[config.mk]
export PLATFORM = sky130hd
export DESIGN_NAME = irq_prio_ctrl
export DESIGN_NICKNAME = d
export VERILOG_FILES = /design/src/rtl/irq_pkg.sv /design/src/rtl/irq_src_slot.sv /design/src/rtl/irq_pick.sv /design/src/rtl/irq_prio_ctrl.sv
export SDC_FILE = /design/constraint.sdc
export NUM_CORES = 1
export LEC_CHECK = 0
export BUFFER_PORTS_ARGS = -buffer_cell sky130_fd_sc_hd__clkbuf_2
export CAP_MARGIN = 20
export CORE_ASPECT_RATIO = 0.5
export CORE_MARGIN = 2
export CORE_UTILIZATION = 33
export DETAILED_ROUTE_END_ITERATION = 7
export PLACE_DENSITY = 0.57
export SYNTH_ARGS = -nofsm -noshare
export SYNTH_HDL_FRONTEND = slang
export SYNTH_SLANG_ARGS = --single-unit
[constraint.sdc]
create_clock -name clk -period 15.57 [get_ports clk]
set_clock_uncertainty 0.05 [all_clocks]
set_input_delay 2.3355 -clock clk [delete_from_list [all_inputs] [get_ports clk]]
set_output_delay 2.3355 -clock clk [all_outputs]
set_load 0.02 [all_outputs]
[src/rtl/irq_pkg.sv]
package irq_pkg;
   localparam int DEF_N_SRC = 8;
   localparam int DEF_LVL_W = 3;
endpackage

[src/rtl/irq_src_slot.sv]
module irq_src_slot #(
   parameter int LVL_W = irq_pkg::DEF_LVL_W
) (
   input  logic             clk,
   input  logic             rst_n,
   input  logic             req,
   input  logic             wr_sel,
   input  logic             wr_pend,
   input  logic [LVL_W-1:0] wr_lvl,
   input  logic             ack_clr,
   output logic             pend_q,
   output logic [LVL_W-1:0] lvl_q,
   output logic             pend_d,
   output logic [LVL_W-1:0] lvl_d
);
   logic sw_clr;

   always_comb begin
      sw_clr = wr_sel & ~wr_pend;
      // hardware request has priority over both clear paths
      pend_d = req | (pend_q & ~sw_clr & ~ack_clr);
      lvl_d  = wr_sel ? wr_lvl : lvl_q;
   end

   always_ff @(posedge clk or negedge rst_n) begin
      if (!rst_n) begin
         pend_q <= 1'b0;
         lvl_q  <= '0;
      end else begin
         pend_q <= pend_d;
         lvl_q  <= lvl_d;
      end
   end
endmodule

[src/rtl/irq_pick.sv]
module irq_pick #(
   parameter int N_SRC = irq_pkg::DEF_N_SRC,
   parameter int LVL_W = irq_pkg::DEF_LVL_W,
   localparam int IDX_W = (N_SRC > 1) ? $clog2(N_SRC) : 1
) (
   input  logic [N_SRC-1:0]            pend,
   input  logic [N_SRC-1:0][LVL_W-1:0] lvl,
   input  logic                        en,
   input  logic [LVL_W-1:0]            ipl,
   output logic                        win_vld,
   output logic [IDX_W-1:0]            win_idx,
   output logic [LVL_W-1:0]            win_lvl
);
   logic [N_SRC-1:0] cand;

   always_comb begin
      for (int i = 0; i < N_SRC; i++)
         cand[i] = en & pend[i] & (lvl[i] > ipl);
   end

   // descending scan with >= so equal levels settle on the lower index
   always_comb begin
      win_vld = 1'b0;
      win_idx = '0;
      win_lvl = '0;
      for (int i = N_SRC - 1; i >= 0; i--) begin
         if (cand[i] && lvl[i] >= win_lvl) begin
            win_vld = 1'b1;
            win_idx = IDX_W'(i);
            win_lvl = lvl[i];
         end
      end
   end
endmodule

[src/rtl/irq_prio_ctrl.sv]
module irq_prio_ctrl #(
   parameter int N_SRC = irq_pkg::DEF_N_SRC,
   parameter int LVL_W = irq_pkg::DEF_LVL_W,
   localparam int IDX_W = (N_SRC > 1) ? $clog2(N_SRC) : 1
) (
   input  logic             clk,
   input  logic             rst_n,
   input  logic [N_SRC-1:0] src_req,
   input  logic             int_en,
   input  logic [LVL_W-1:0] cpu_ipl,
   input  logic             wr_en,
   input  logic [IDX_W-1:0] wr_idx,
   input  logic             wr_pend,
   input  logic [LVL_W-1:0] wr_lvl,
   input  logic [IDX_W-1:0] rd_idx,
   output logic             rd_pend,
   output logic [LVL_W-1:0] rd_lvl,
   input  logic             ack,
   output logic             irq_out,
   output logic [IDX_W-1:0] irq_idx,
   output logic [LVL_W-1:0] irq_lvl
);
   generate
      if (N_SRC < 2) begin : g_bad_n
         $error("irq_prio_ctrl: N_SRC must be at least 2");
      end
      if (LVL_W < 1 || LVL_W > 8) begin : g_bad_w
         $error("irq_prio_ctrl: LVL_W must lie in 1..8");
      end
   endgenerate

   logic [N_SRC-1:0]            pend_q, pend_d;
   logic [N_SRC-1:0][LVL_W-1:0] lvl_q, lvl_d;
   logic                        win_vld;
   logic [IDX_W-1:0]            win_idx;
   logic [LVL_W-1:0]            win_lvl;

   genvar gi;
   generate
      for (gi = 0; gi < N_SRC; gi++) begin : g_slot
         logic sel;
         logic aclr;
         assign sel  = wr_en & (wr_idx == IDX_W'(gi));
         assign aclr = ack & irq_out & (irq_idx == IDX_W'(gi));
         irq_src_slot #(.LVL_W(LVL_W)) slot_i (
            .clk     (clk),
            .rst_n   (rst_n),
            .req     (src_req[gi]),
            .wr_sel  (sel),
            .wr_pend (wr_pend),
            .wr_lvl  (wr_lvl),
            .ack_clr (aclr),
            .pend_q  (pend_q[gi]),
            .lvl_q   (lvl_q[gi]),
            .pend_d  (pend_d[gi]),
            .lvl_d   (lvl_d[gi])
         );
      end
   endgenerate

   // arbitrate on next-state so the registered result matches stored state
   irq_pick #(.N_SRC(N_SRC), .LVL_W(LVL_W)) pick_i (
      .pend    (pend_d),
      .lvl     (lvl_d),
      .en      (int_en),
      .ipl     (cpu_ipl),
      .win_vld (win_vld),
      .win_idx (win_idx),
      .win_lvl (win_lvl)
   );

   always_ff @(posedge clk or negedge rst_n) begin
      if (!rst_n) begin
         irq_out <= 1'b0;
         irq_idx <= '0;
         irq_lvl <= '0;
      end else begin
         irq_out <= win_vld;
         irq_idx <= win_idx;
         irq_lvl <= win_lvl;
      end
   end

   assign rd_pend = pend_q[rd_idx];
   assign rd_lvl  = lvl_q[rd_idx];
endmodule

# == Yosys cells after proc, flatten, opt, wreduce, memory -nomap -nowiden ==
# Cells that the tools add are included.
# op_classes
order_cmp,17
eq_ne,14
mux,36
n_bitwise,82
n_reduce_logical,10
# op_table
op,count
$mux 3,25
$and 1x1->1,57
$eq 3x3->1 const B,8
$gt 3x3->1,8
$ge 3x3->1,7
$not 1->1,17
$eq 3x2->1 const B,4
$bmux 3 s3,1
$mux 1,9
$logic_and 1x1->1,8
$or 1x1->1,8
$eq 3x1->1 const B,2
$logic_not 3->1,2
$lt 3x4->1 const B,1
$bmux 1 s3,1
$ge 3x1->1 const B,1
# totals
reg_bits,39
inputBits,26
out_inout_bits,11
word_cells,178

# == Depth between registers and ports, before layout ==
# depth
depth_word,32
mapped_depth,61
mapped_depth_nobuf,60

# == Hierarchy ==
# A second synthesis with hierarchy kept.
# hier_totals
cells_unflattened,334
area_unflattened_um2,3427.0
# modules_own_cells
mod,instances,cells_each,area_each_um2,seq_area_each_um2
irq_pick,1,207,1640.3,0.0
irq_src_slot,8,10,152.6,100.1
irq_prio_ctrl,1,47,565.5,175.2

# == Worst setup path after synthesis ==
# OpenSTA, ideal clock, no wires.
# synth_path
path_kind,in2reg
start,input wr_idx[1]
end,register irq_lvl[0]
setup_ns,0.076
arrival_time_ns,12.149
required_time_ns,15.444
setup_slack_ns,3.295
path_stages,59
path_buffers,1
path_cell_list,buf_2 -> nand4_2 -> mux2_4 -> ha_1 -> nand3_1 -> o311ai_2 -> nor3_1 -> nand2_1 -> ha_1 -> o21ai_0 -> o21bai_1 -> nand4_2 -> a21oi_1 -> inv_1 -> ha_1 -> nand2b_1 -> o21ai_0 -> or2_1 -> [23 not listed] -> a21oi_1 -> ha_1 -> nand2b_1 -> a21o_1 -> a21oi_1 -> nor3_1 -> nand2_1 -> o21ai_0 -> o22ai_1 -> ha_1 -> nand2b_1 -> a21o_1 -> a21oi_1 -> nor2_1 -> nand2_1 -> nand2_1 -> a21o_1 -> o21ai_1
# synth_via
word_cells_on_any_way,112
# synth_lines
element,line_no,source
from (decl),irq_prio_ctrl.sv:12,"input logic [IDX_W-1:0] wr_idx,"
$eq 3x3->1 (*),irq_prio_ctrl.sv:43,assign sel = wr_en & (wr_idx == IDX_W'(gi));
$and 1x1->1 (*),irq_prio_ctrl.sv:43,
$mux 3 (*),irq_src_slot.sv:22,lvl_d = wr_sel ? wr_lvl : lvl_q;
via g_slot[7].slot_i.lvl_d[1],irq_src_slot.sv:14,output logic [LVL_W-1:0] lvl_d
$gt 3x3->1,irq_pick.sv:18,cand[i] = en & pend[i] & (lvl[i] > ipl);
$and 1x1->1,irq_pick.sv:18,
$logic_and 1x1->1,irq_pick.sv:27,if (cand[i] && lvl[i] >= win_lvl) begin
$mux 3 (*),irq_pick.sv:27,
[14 not listed],--,
$mux 3 (*),irq_pick.sv:27,
$ge 3x3->1,irq_pick.sv:27,
$logic_and 1x1->1,irq_pick.sv:27,
$mux 3 (*),irq_pick.sv:27,
$ge 3x3->1,irq_pick.sv:27,
$logic_and 1x1->1,irq_pick.sv:27,
$mux 3 (*),irq_pick.sv:27,
via pick_i.win_lvl[0],irq_pick.sv:12,output logic [LVL_W-1:0] win_lvl
to (signal assigned),irq_prio_ctrl.sv:80,irq_lvl <= win_lvl;
to (decl),irq_prio_ctrl.sv:21,output logic [LVL_W-1:0] irq_lvl
# The timed path passes the listed nets; every way through them passes the cells marked *.

# == Worst setup path in the final report ==
# Ends and elaborated chain as after synthesis.

==> metrics.md <==
| Metric | Value |
|---|---|
| Post-synth top area share | `around 29%` |
| First drt pass iteration count | `4` |
| Cts hold-fix bufs | `0` |
| CP Class | `in2reg` |
| Clock Latency Late Sink | `about 0.28 ns` |
| Clock Sinks | `39` |
| Unrepaired setup endpoints after global routing | `false` |
| Fmax | `72.5 MHz` |
| Status | `finished, final reports clean` |
| Via count of the first global-routing pass | `approximately 2600` |
| Postcts setup bufs | `0` |
| Maximum root-to-sink buffer count | `2` |
| Hold Slack | `slightly below 0.5 ns` |
| Slowest stage delay, CP | `approximately 0.5 ns` |
| Worst relative slew slack | `between 40% and 50%` |
| Synth Flop Type | `dfrtp_1` |
| R2r startpoint | `g_slot[7].slot_i.lvl_q[1]$_DFF_PN0_` |
| Peak VDD IR | `~0.055 mV` |
| # setup viols final | `0` |
| Worst Path Buf+Inv | `3` |
| CP max FO | `10` |
| Reg2Reg Capture Point | `irq_lvl[0]$_DFF_PN0_` |
| Dominant cell type by area after synthesis | `dfrtp_1` |
| Final WL | `9050 um` |
| CTS Buf Count | `5` |
| Non-filler cells, final | `about 500` |
| Filler instances | `roughly 940` |
| Post-synth top cells | `41 x ha_1, 39 x dfrtp_1, 30 x inv_1, 20 x nand2_1, 18 x mux2i_1` |
| Static Leakage | `~1.8 nW` |
| Crit path top cell by count | `ha_1` |
| Initial DRC Count | `137` |
| Maxcap violations | `0` |
| Post-route minimum period | `13.79 ns` |
| Hold Fails Final Rpt | `0` |
| Layout cell share with drive strength beyond 1 | `around 23%` |
| Power Dens Cells | `between 100 and 150 nW/um^2` |
| EDFF count, synth | `0` |
| Multi-input logic area | `around 2200 um^2` |
| H-tree Lvls | `2` |
| CP Capture Point | `irq_lvl[0]$_DFF_PN0_` |
| Register Area | `976 um^2` |
| Warnings, synthesis | `0` |
| Die area | `about 11000 um^2` |
| Critical path startpoint | `wr_idx[1]` |
| # diodes | `0` |
| Yosys cell types | `56` |
| Vias per inst | `about 5.4` |
| Die Ht | `about 75 um` |
| DRC | `0` |
| Delay-heaviest family, CP | `compound AO/OA/AOI/OAI gates` |
| Initial antenna violation count | `0` |
| Port bufs | `36` |
| Nets | `approximately 440` |
| Reg2Reg Setup Slack | `~3.9 ns` |
| Top-count cell post-synth | `ha_1` |
| Setup TNS | `0 ns` |
| CP startpoint kind | `input pin` |
| Gr usage total | `between 10% and 20%` |
| Fin. max-slew vios | `0` |
| Seq/Total Area, Yosys | `between 20 and 30%` |
| Syn avg cell area | `10.1 um^2` |
| Slowest CP cell | `o21ai_0` |
| Num rows | `25` |
| CP endpoint kind | `flip-flop` |
| Post-Synthesis Cells | `331` |
| Final antenna-violating net count | `0` |
| Tot Pwr | `about 0.00055 W` |
| Die X | `around 150 um` |
| Critical path arrival | `around 14 ns` |
| Initial Util | `between 30% and 40%` |
| #FFs+latches synth | `39` |
| Gpl congestion | `around 0.83` |
| Post-synthesis net count | `around 400` |
| Tightest Pin Transition | `between 0.7 and 0.8 ns` |
| Root Driver | `clkbuf_16` |
| Ports | `37` |
| Area Overhead vs Synth | `15.6%` |
| Critical Path RT | `between 15 and 20 ns` |
| Area contributors post-synth | `dfrtp_1 29%, ha_1 15%, mux2i_1 5.4%` |
| CTS tree | `yes` |
| Post-layout util | `about 40%` |
| Vias | `~2700` |
| Tcrit/Tclk final | `88.6%` |
| Core area | `about 9600 um^2` |
| Path depth of the worst reg2reg path | `57` |
| Largest net degree at the start of global routing | `40` |
| Worst-path clk slew | `about 0.060 ns` |
| Hold crit path type | `reg2reg` |
| Grt ovf | `0` |
| Resized Gates After CTS | `0` |
| HPWL after DPL | `~7200 um` |
| Post-synthesis async set-or-reset flop share | `between 90% and 100%` |
| Global-route wire length before repair | `14600 um` |
| Wire per inst | `around 18 um` |
| CP Depth | `59` |
| Post-Syn Area | `3350 um^2` |
| Inst Count DP | `around 500` |
==> layer usage <==
metal | wire length, um | vias up | global-route usage, %
met1 | 4450 | 1322 | 23.9
met2 | 4130 | 65 | 29.8
met4 | 106 | 0 | 4.42
met5 | 0 | - | 0
met3 | 366 | 10 | 2.00
li1 | - | 1337 | -
==> state kept, by name, summed over array words and instances (netlist names) <==
register / count
irq_out: 1
irq_idx: 3
irq_lvl: 3
g_slot.slot_i.pend_q: 8
g_slot.slot_i.lvl_q: 24
==> worst min path at each step <==
stage          slack [ns]  depth (start not counted)                                  end                                 from
6_report             0.49                          1  g_slot[6].slot_i.lvl_q[0]$_DFF_PN0_  g_slot[6].slot_i.lvl_q[0]$_DFF_PN0_
3_3_place_gp         0.46                          1  g_slot[6].slot_i.lvl_q[0]$_DFF_PN0_  g_slot[6].slot_i.lvl_q[0]$_DFF_PN0_
2_1_floorplan        0.41                          1    g_slot[2].slot_i.pend_q$_DFF_PN0_    g_slot[2].slot_i.pend_q$_DFF_PN0_
5_1_grt              0.51                          1    g_slot[6].slot_i.pend_q$_DFF_PN0_    g_slot[6].slot_i.pend_q$_DFF_PN0_
4_1_cts              0.49                          1  g_slot[6].slot_i.lvl_q[0]$_DFF_PN0_  g_slot[6].slot_i.lvl_q[0]$_DFF_PN0_
3_5_place_dp         0.47                          1    g_slot[6].slot_i.pend_q$_DFF_PN0_    g_slot[6].slot_i.pend_q$_DFF_PN0_
==> cell usage in the layout (no fill, tap or decap), types with 11 or more instances in the layout <==
cell	instances
mux2_2	13
clkbuf_2	36
mux2i_1	18
ha_1	41
nor2_1	15
inv_1	30
a21oi_1	14
nand2_1	20
nand2b_1	11
dfrtp_1	39
==> through the flow <==
step	cell area [um^2]	worst slack (ns)
floorplan	3350	3.29
global placement	3680	1.76
detailed placement	3680	1.54
CTS	3850	1.78
global route	3870	0.852
finish	3870	1.78
==> kinds of logic after synthesis <==
group | synth area share [%]
buf+inv | 3.89
fa+ha+maj | 15.3
simple gates | 15.2
compound gates | 19.5
mux | 16.9
flops | 29.2
==> power breakdown <==
group | switching [W] | internal (W) | leakage (nW)
logic | 0.000163 | 0.000122 | 1.26
registers | 0.0000174 | 0.000127 | 0.448
clock network | 0.0000433 | 0.0000761 | 0.0804
==> layout make-up <==
type | instances | area share [%]
timing repair buffer | 37 | 5.17
clock inverter | 3 | 1.20
clock buffer | 5 | 3.23
tap | 135 | 4.37
multi-input combinational | 258 | 57.9
inverter | 30 | 2.91
sequential | 39 | 25.2
(Power assumes the default switching activity.)
